<file path="config.mk">
export PLATFORM = sky130hd
export DESIGN_NAME = spi_sr_protect
export DESIGN_NICKNAME = d
export VERILOG_FILES = /design/src/rtl/spi_sr_pkg.sv /design/src/rtl/wp_sync.sv /design/src/rtl/sr_frame_dec.sv /design/src/rtl/sr_regs.sv /design/src/rtl/spi_sr_protect.sv
export SDC_FILE = /design/constraint.sdc
export NUM_CORES = 1
export LEC_CHECK = 0
export ABC_AREA = 1
export BUFFER_PORTS_ARGS = -buffer_cell sky130_fd_sc_hd__buf_2
export CORE_MARGIN = 2
export CORE_UTILIZATION = 40
export DETAILED_ROUTE_END_ITERATION = 8
export PLACE_DENSITY_LB_ADDON = 0.08
export REMOVE_ABC_BUFFERS = 1
export SLEW_MARGIN = 20
export SYNTH_ARGS = -nofsm -noshare
export SYNTH_HDL_FRONTEND = slang
export SYNTH_SLANG_ARGS = --single-unit
</file>
<file path="constraint.sdc">
create_clock -name clk_i -period 1.28 [get_ports clk_i]
set_input_delay 0.192 -clock clk_i [delete_from_list [all_inputs] [get_ports clk_i]]
set_output_delay 0.192 -clock clk_i [all_outputs]
set_load 0.01 [all_outputs]
</file>
<file path="src/rtl/spi_sr_pkg.sv">
package spi_sr_pkg;
  localparam int unsigned BYTE_W = 8;

  localparam logic [BYTE_W-1:0] OP_WRSR = 8'h01;
  localparam logic [BYTE_W-1:0] OP_WRDI = 8'h04;
  localparam logic [BYTE_W-1:0] OP_RDSR = 8'h05;
  localparam logic [BYTE_W-1:0] OP_WREN = 8'h06;

  typedef enum logic [2:0] {
    S_OPC,    // awaiting opcode
    S_WDATA,  // write-status opcode seen, awaiting data
    S_WFULL,  // data byte held, awaiting chip-select rise
    S_RD,     // streaming status
    S_SKIP    // rest of frame ignored
  } frame_st_e;
endpackage

</file>
<file path="src/rtl/wp_sync.sv">
module wp_sync #(
  parameter int unsigned STAGES = 2
) (
  input  logic clk_i,
  input  logic rst_ni,
  input  logic wp_i,
  output logic wp_o
);
  logic [STAGES-1:0] ff_q;

  always_ff @(posedge clk_i or negedge rst_ni) begin
    if (!rst_ni) ff_q <= '1;  // pin taken as high until sampled
    else         ff_q <= {ff_q[STAGES-2:0], wp_i};
  end

  assign wp_o = ff_q[STAGES-1];

  // cycles since reset, saturating at STAGES
  logic [$clog2(STAGES+1)-1:0] age_q;
  always_ff @(posedge clk_i or negedge rst_ni) begin
    if (!rst_ni)                        age_q <= '0;
    else if (age_q != STAGES[$clog2(STAGES+1)-1:0]) age_q <= age_q + 1'b1;
  end

  assert_sync_delay_R10: assert property (@(posedge clk_i) disable iff (!rst_ni)
    (age_q == STAGES[$clog2(STAGES+1)-1:0]) |-> (wp_o == $past(wp_i, STAGES)));

  assert_reset_high_R1: assert property (@(posedge clk_i) disable iff (!rst_ni)
    (age_q == '0) |-> wp_o);
endmodule

</file>
<file path="src/rtl/sr_frame_dec.sv">
module sr_frame_dec
  import spi_sr_pkg::*;
(
  input  logic              clk_i,
  input  logic              rst_ni,
  input  logic              cs_ni,
  input  logic              rx_valid_i,
  input  logic [BYTE_W-1:0] rx_byte_i,
  output logic              set_wel_o,
  output logic              clr_wel_o,
  output logic              commit_o,
  output logic [1:0]        wdata_o,
  output logic              rd_active_o
);
  frame_st_e st_q, st_d;
  logic      cs_q;
  logic [1:0] data_q;
  logic      byte_in;

  assign byte_in = rx_valid_i && !cs_ni;

  always_comb begin
    st_d = st_q;
    if (cs_ni) begin
      st_d = S_OPC;
    end else if (rx_valid_i) begin
      unique case (st_q)
        S_OPC: begin
          unique case (rx_byte_i)
            OP_RDSR: st_d = S_RD;
            OP_WRSR: st_d = S_WDATA;
            default: st_d = S_SKIP;
          endcase
        end
        S_WDATA: st_d = S_WFULL;
        default: st_d = st_q;
      endcase
    end
  end

  always_ff @(posedge clk_i or negedge rst_ni) begin
    if (!rst_ni) begin
      st_q   <= S_OPC;
      cs_q   <= 1'b1;
      data_q <= '0;
    end else begin
      st_q <= st_d;
      cs_q <= cs_ni;
      if (byte_in && st_q == S_WDATA) data_q <= rx_byte_i[7:6];
    end
  end

  assign set_wel_o   = byte_in && st_q == S_OPC && rx_byte_i == OP_WREN;
  assign clr_wel_o   = byte_in && st_q == S_OPC && rx_byte_i == OP_WRDI;
  assign commit_o    = cs_ni && !cs_q && st_q == S_WFULL;
  assign wdata_o     = data_q;
  assign rd_active_o = !cs_ni && st_q == S_RD;

  assert_commit_on_cs_rise_R4: assert property (@(posedge clk_i) disable iff (!rst_ni)
    commit_o |-> $rose(cs_ni));

  assert_no_cmd_pulse_overlap_R2: assert property (@(posedge clk_i) disable iff (!rst_ni)
    $onehot0({set_wel_o, clr_wel_o, commit_o}));
endmodule

</file>
<file path="src/rtl/sr_regs.sv">
module sr_regs #(
  parameter bit QUAD_REPORT = 1'b1
) (
  input  logic       clk_i,
  input  logic       rst_ni,
  input  logic       set_wel_i,
  input  logic       clr_wel_i,
  input  logic       commit_i,
  input  logic [1:0] wdata_i,   // [1] lock, [0] quad-enable
  input  logic       wp_i,      // synchronised pin, low = protect
  output logic [7:0] status_o
);
  logic wel_q, lock_q, qe_q;
  logic hw_locked, accept;

  assign hw_locked = !wp_i && lock_q;
  assign accept    = commit_i && wel_q && !hw_locked;

  always_ff @(posedge clk_i or negedge rst_ni) begin
    if (!rst_ni) begin
      wel_q  <= 1'b0;
      lock_q <= 1'b0;
      qe_q   <= 1'b0;
    end else begin
      if (commit_i)       wel_q <= 1'b0;
      else if (set_wel_i) wel_q <= 1'b1;
      else if (clr_wel_i) wel_q <= 1'b0;
      if (accept) begin
        lock_q <= wdata_i[1];
        qe_q   <= wdata_i[0];
      end
    end
  end

  generate
    if (QUAD_REPORT) begin : g_qe
      assign status_o = {lock_q, qe_q, 4'b0000, wel_q, 1'b0};
    end else begin : g_noqe
      assign status_o = {lock_q, 1'b0, 4'b0000, wel_q, 1'b0};
    end
  endgenerate

  assert_refuse_no_wel_R5: assert property (@(posedge clk_i) disable iff (!rst_ni)
    (commit_i && !wel_q) |=> ($stable(lock_q) && $stable(qe_q)));

  assert_refuse_hw_lock_R6: assert property (@(posedge clk_i) disable iff (!rst_ni)
    (commit_i && !wp_i && lock_q) |=> ($stable(lock_q) && $stable(qe_q)));

  assert_accept_loads_R7: assert property (@(posedge clk_i) disable iff (!rst_ni)
    (commit_i && wel_q && (wp_i || !lock_q)) |=> (lock_q == $past(wdata_i[1])));

  assert_wel_clears_R8: assert property (@(posedge clk_i) disable iff (!rst_ni)
    commit_i |=> !wel_q);
endmodule

</file>
<file path="src/rtl/spi_sr_protect.sv">
module spi_sr_protect
  import spi_sr_pkg::*;
#(
  parameter bit          QUAD_REPORT = 1'b1,
  parameter int unsigned SYNC_STAGES = 2
) (
  input  logic              clk_i,
  input  logic              rst_ni,
  input  logic              cs_ni,
  input  logic              rx_valid_i,
  input  logic [BYTE_W-1:0] rx_byte_i,
  input  logic              wp_ni,
  output logic [BYTE_W-1:0] tx_byte_o
);
  logic       wp_s;
  logic       set_wel, clr_wel, commit, rd_active;
  logic [1:0] wdata;
  logic [7:0] status;

  wp_sync #(.STAGES(SYNC_STAGES)) u_sync (
    .clk_i (clk_i),
    .rst_ni(rst_ni),
    .wp_i  (wp_ni),
    .wp_o  (wp_s)
  );

  sr_frame_dec u_dec (
    .clk_i      (clk_i),
    .rst_ni     (rst_ni),
    .cs_ni      (cs_ni),
    .rx_valid_i (rx_valid_i),
    .rx_byte_i  (rx_byte_i),
    .set_wel_o  (set_wel),
    .clr_wel_o  (clr_wel),
    .commit_o   (commit),
    .wdata_o    (wdata),
    .rd_active_o(rd_active)
  );

  sr_regs #(.QUAD_REPORT(QUAD_REPORT)) u_regs (
    .clk_i    (clk_i),
    .rst_ni   (rst_ni),
    .set_wel_i(set_wel),
    .clr_wel_i(clr_wel),
    .commit_i (commit),
    .wdata_i  (wdata),
    .wp_i     (wp_s),
    .status_o (status)
  );

  assign tx_byte_o = rd_active ? status : '1;

  assert_status_reserved_R3: assert property (@(posedge clk_i) disable iff (!rst_ni)
    rd_active |-> (tx_byte_o[5:2] == 4'b0000 && !tx_byte_o[0]));

  assert_idle_ff_R3: assert property (@(posedge clk_i) disable iff (!rst_ni)
    cs_ni |-> (tx_byte_o == 8'hFF));
endmodule

</file>
==> results.py <==
metrics = {
    "synthesis": {
        "synth_edf_count": 0,
        "ys_async_sr_fraction_pct": 100,
        "yosysUniqueCellTypes": 18,
        "synth_flop_cell": "dfrtp_1",
        "synth_seq_area_share_pct": 45.9,
        "yosys.area.top_type_share_pct": 32.9,
        "synth.largest_area_cell": "dfrtp_1",
        "syn_inst": 82,
        "syn_area_per_cell_um2": 7.42,
        "synth-seq-cells": 11,
        "synthTopCellsByArea": "dfrtp_1 33%, dfstp_2 13%, nand2_1 9.9%",
        "synth.most_common_cell": "nand2_1",
        "synth_commonest_cells": "16 x nand2_1, 13 x inv_1, 13 x nor2_1",
        "synth_area_um2": 608,
        "synth-warning-count": 0,
    },
    "placement": {
        "place_ws_ns": 0.0254,
        "io_buffers": 20,
        "place_inst": 114,
        "hpwl_um": 864,
        "gp_congestion": 0.832,
    },
    "clocking": {
        "clk_pin_slew_ns": 0.07,
        "clockBufferDepth": 2,
        "cts_made_buffers": 3,
        "cts_root_buffer": "clkbuf_4",
        "cts_tree": "yes",
        "numClockSinks": 11,
        "htreeDepth": 1,
        "clk_latency_ns": 0.27,
    },
    "global_route": {
        "grt_max_degree": 12,
        "grt_pass1_vias": 512,
        "grt_use_total_pct": 15.0,
        "overflow": 0,
        "antenna_found_initial": 0,
        "grt_pass1_wl_um": 2010,
    },
    "status": {
        "status": "finished, violations left",
        "violations": "negative setup slack",
    },
    "sta": {
        "final_hold_viol_count": 0,
        "slew_viol_final": 0,
        "tightest_slew_ns": 0.253,
        "fin_worst_skew_ns": 0.00549,
        "final.setup.worst_slack_ns": -0.189,
        "setup_viol": 8,
        "slew_headroom_pct": 83.2,
        "clock.fmax_ghz": 0.681,
        "rsz0062_at_grt": "true",
        "period_share_pct": 115,
        "fin_crit_ns": 1.47,
    },
    "job": {
        "drv_cap": 0,
    },
    "setup_path": {
        "crit_path_start": "u_dec.st_q[1]",
        "cp_num_cells": 7,
        "cpMostUsedCell": "inv_2",
        "required_ns": 1.09,
        "crit_buf_inv": 4,
        "critPathSlowestCell": "dfrtp_1",
        "r2r_slack_ns": 0.06,
        "cp-start-kind": "flip-flop",
        "path_delay_family": "flip-flops",
        "crit_end": "tx_byte_o[6]",
        "reg2reg_from": "u_dec.st_q[0]",
        "cp_cell_sequence": "inv_2 > nor2_2 > inv_2 > nor2_4 > inv_2 > or2_1 > buf_2",
        "setup.worst_path.class": "reg -> out",
        "slowest_delay_ns": 0.37,
        "worstRegToRegCells": 7,
        "crit_path_end_kind": "output port",
        "cp_max_fo": 3,
        "timing.rr.end": "u_regs.wel_q",
        "crit_arrival_ns": 1.28,
    },
    "route": {
        "drtIter0Drc": 4,
        "vias_per_cell": 4.50,
        "drc": 0,
        "wl_um": 1180,
        "drtAntennaViolNets": 0,
        "route.vias.total": 567,
        "drt-pass1-iter-count": 3,
        "routedWlPerCell_um": 9.37,
    },
    "finish": {
        "area_delta_synth_final_pct": 35.8,
        "nNetsFinal": 124,
        "diodes": 0,
        "drive_above_1_share_pct": 39.1,
        "finalCoreUtilization_pct": 56.1,
        "nFillCells": 143,
        "stdcell_count": 126,
    },
    "power": {
        "p_leak_nw": 0.427,
        "power.total_mw": 0.690,
        "irDropWorstVdd_mv": 0.692,
        "power_density_mw_per_mm2": 835,
    },
    "floorplan": {
        "core_area_mm2": 0.00147,
        "rows": 14,
        "die_area_mm2": 0.00185,
        "die_w_um": 43.0,
        "fp.dieH_um": 43.0,
        "io_pins": 21,
        "start_util_pct": 41.3,
    },
    "hold_path": {
        "min_from": "wp_ni",
        "hold_path.class": "in -> reg",
    },
}
[metrics by stage]
stage | area [um^2] | TNS (ns) | hold WS [ns]
4_1_cts | 811 | -1.08 | 0.0163
2_1_floorplan | 578 | 0 | -0.104
6_report | 826 | -1.06 | 0.0251
3_3_place_gp | 698 | 0 | 0.0749
3_5_place_dp | 698 | 0 | 0.0723
5_1_grt | 826 | -1.95 | 0.00684
[routing by layer]
| metal | track usage (%) | vias to the layer above | part of all wire, % |
|---|---|---|---|
| li1 | - | 300 | - |
| met1 | 17.8 | 250 | 46 |
| met2 | 24.2 | 15 | 49 |
| met3 | 2.55 | 2 | 3.1 |
| met4 | 10.9 | 0 | 1.6 |
| met5 | 0 | - | 0 |
[report_power, final]
part / switching [mW] / internal [mW]
registers: 0.00828 / 0.369
clock network: 0.111 / 0.120
logic: 0.0450 / 0.0358
total: 0.164 / 0.525
[cells by family (layout without fill, tap and decap cells)]
logic type | Yosys count | in the layout | synth area share [%]
simple gates | 42 | 42 | 31.7
buf+inv | 21 | 49 | 15.4
flops | 11 | 11 | 45.9
compound gates | 8 | 8 | 7.00
[layout make-up]
cell class | count | area (um^2) | area share, %
clock buffer | 4 | 26.3 | 3.18
multi-input combinational | 50 | 243 | 29.4
tap | 16 | 20.0 | 2.42
inverter | 17 | 63.8 | 7.73
timing repair buffer | 28 | 194 | 23.5
sequential | 11 | 279 | 33.8
[registers in the layout (all words and copies together), names as in the netlist]
register and flops:
u_dec.st_q 3, u_dec.wdata_o 2, u_sync.ff_q 2, u_dec.cs_q 1
u_regs.lock_q 1, u_regs.qe_q 1, u_regs.wel_q 1
[worst reg2reg max path, delay by kind of cell, from the launching register on]
family	cells	cell delay (ns)
flops	1	0.40
buf+inv	2	0.22
compound gates	1	0.05
simple gates	4	0.44
[timing repair]
action,4_1_cts,5_1_grt
pin swaps,0,0
endpoints found under the hold margin,8,0
buffers inserted,6,1
hold buffers,1,0
resized for setup,5,2
setup endpoints to repair,8,10
[cells in the final DEF (no fill, tap or decap)]
master / Yosys / final
clkbuf_4: 0 / 3
a21oi_1: 2 / 2
inv_1: 13 / 13
or2_1: 2 / 2
buf_2: 0 / 15
nand3b_1: 1 / 1
nor2_2: 1 / 2
dlygate4sd3_1: 0 / 1
o21bai_1: 1 / 1
o21ai_1: 2 / 2
nand3_1: 6 / 5
buf_6: 0 / 5
nand2_2: 1 / 1
nor2_1: 13 / 12
dfrtp_1: 8 / 8
o21ai_0: 3 / 3
nand2_1: 16 / 16
dfstp_2: 3 / 3
buf_4: 4 / 7
nand3_2: 1 / 2
inv_2: 4 / 4
clkbuf_1: 0 / 1
nor2_4: 1 / 1
[worst min path at each step]
stage	to	slack [ns]	cells past startpoint
6_report	u_sync.ff_q[0]	0.03	1
2_1_floorplan	u_dec.st_q[0]	-0.10	0
5_1_grt	u_sync.ff_q[0]	0.007	1
4_1_cts	u_sync.ff_q[0]	0.02	1
3_3_place_gp	u_dec.st_q[2]	0.07	1
3_5_place_dp	u_dec.st_q[2]	0.07	1
Note: power is estimated with default switching activity, not from simulation.
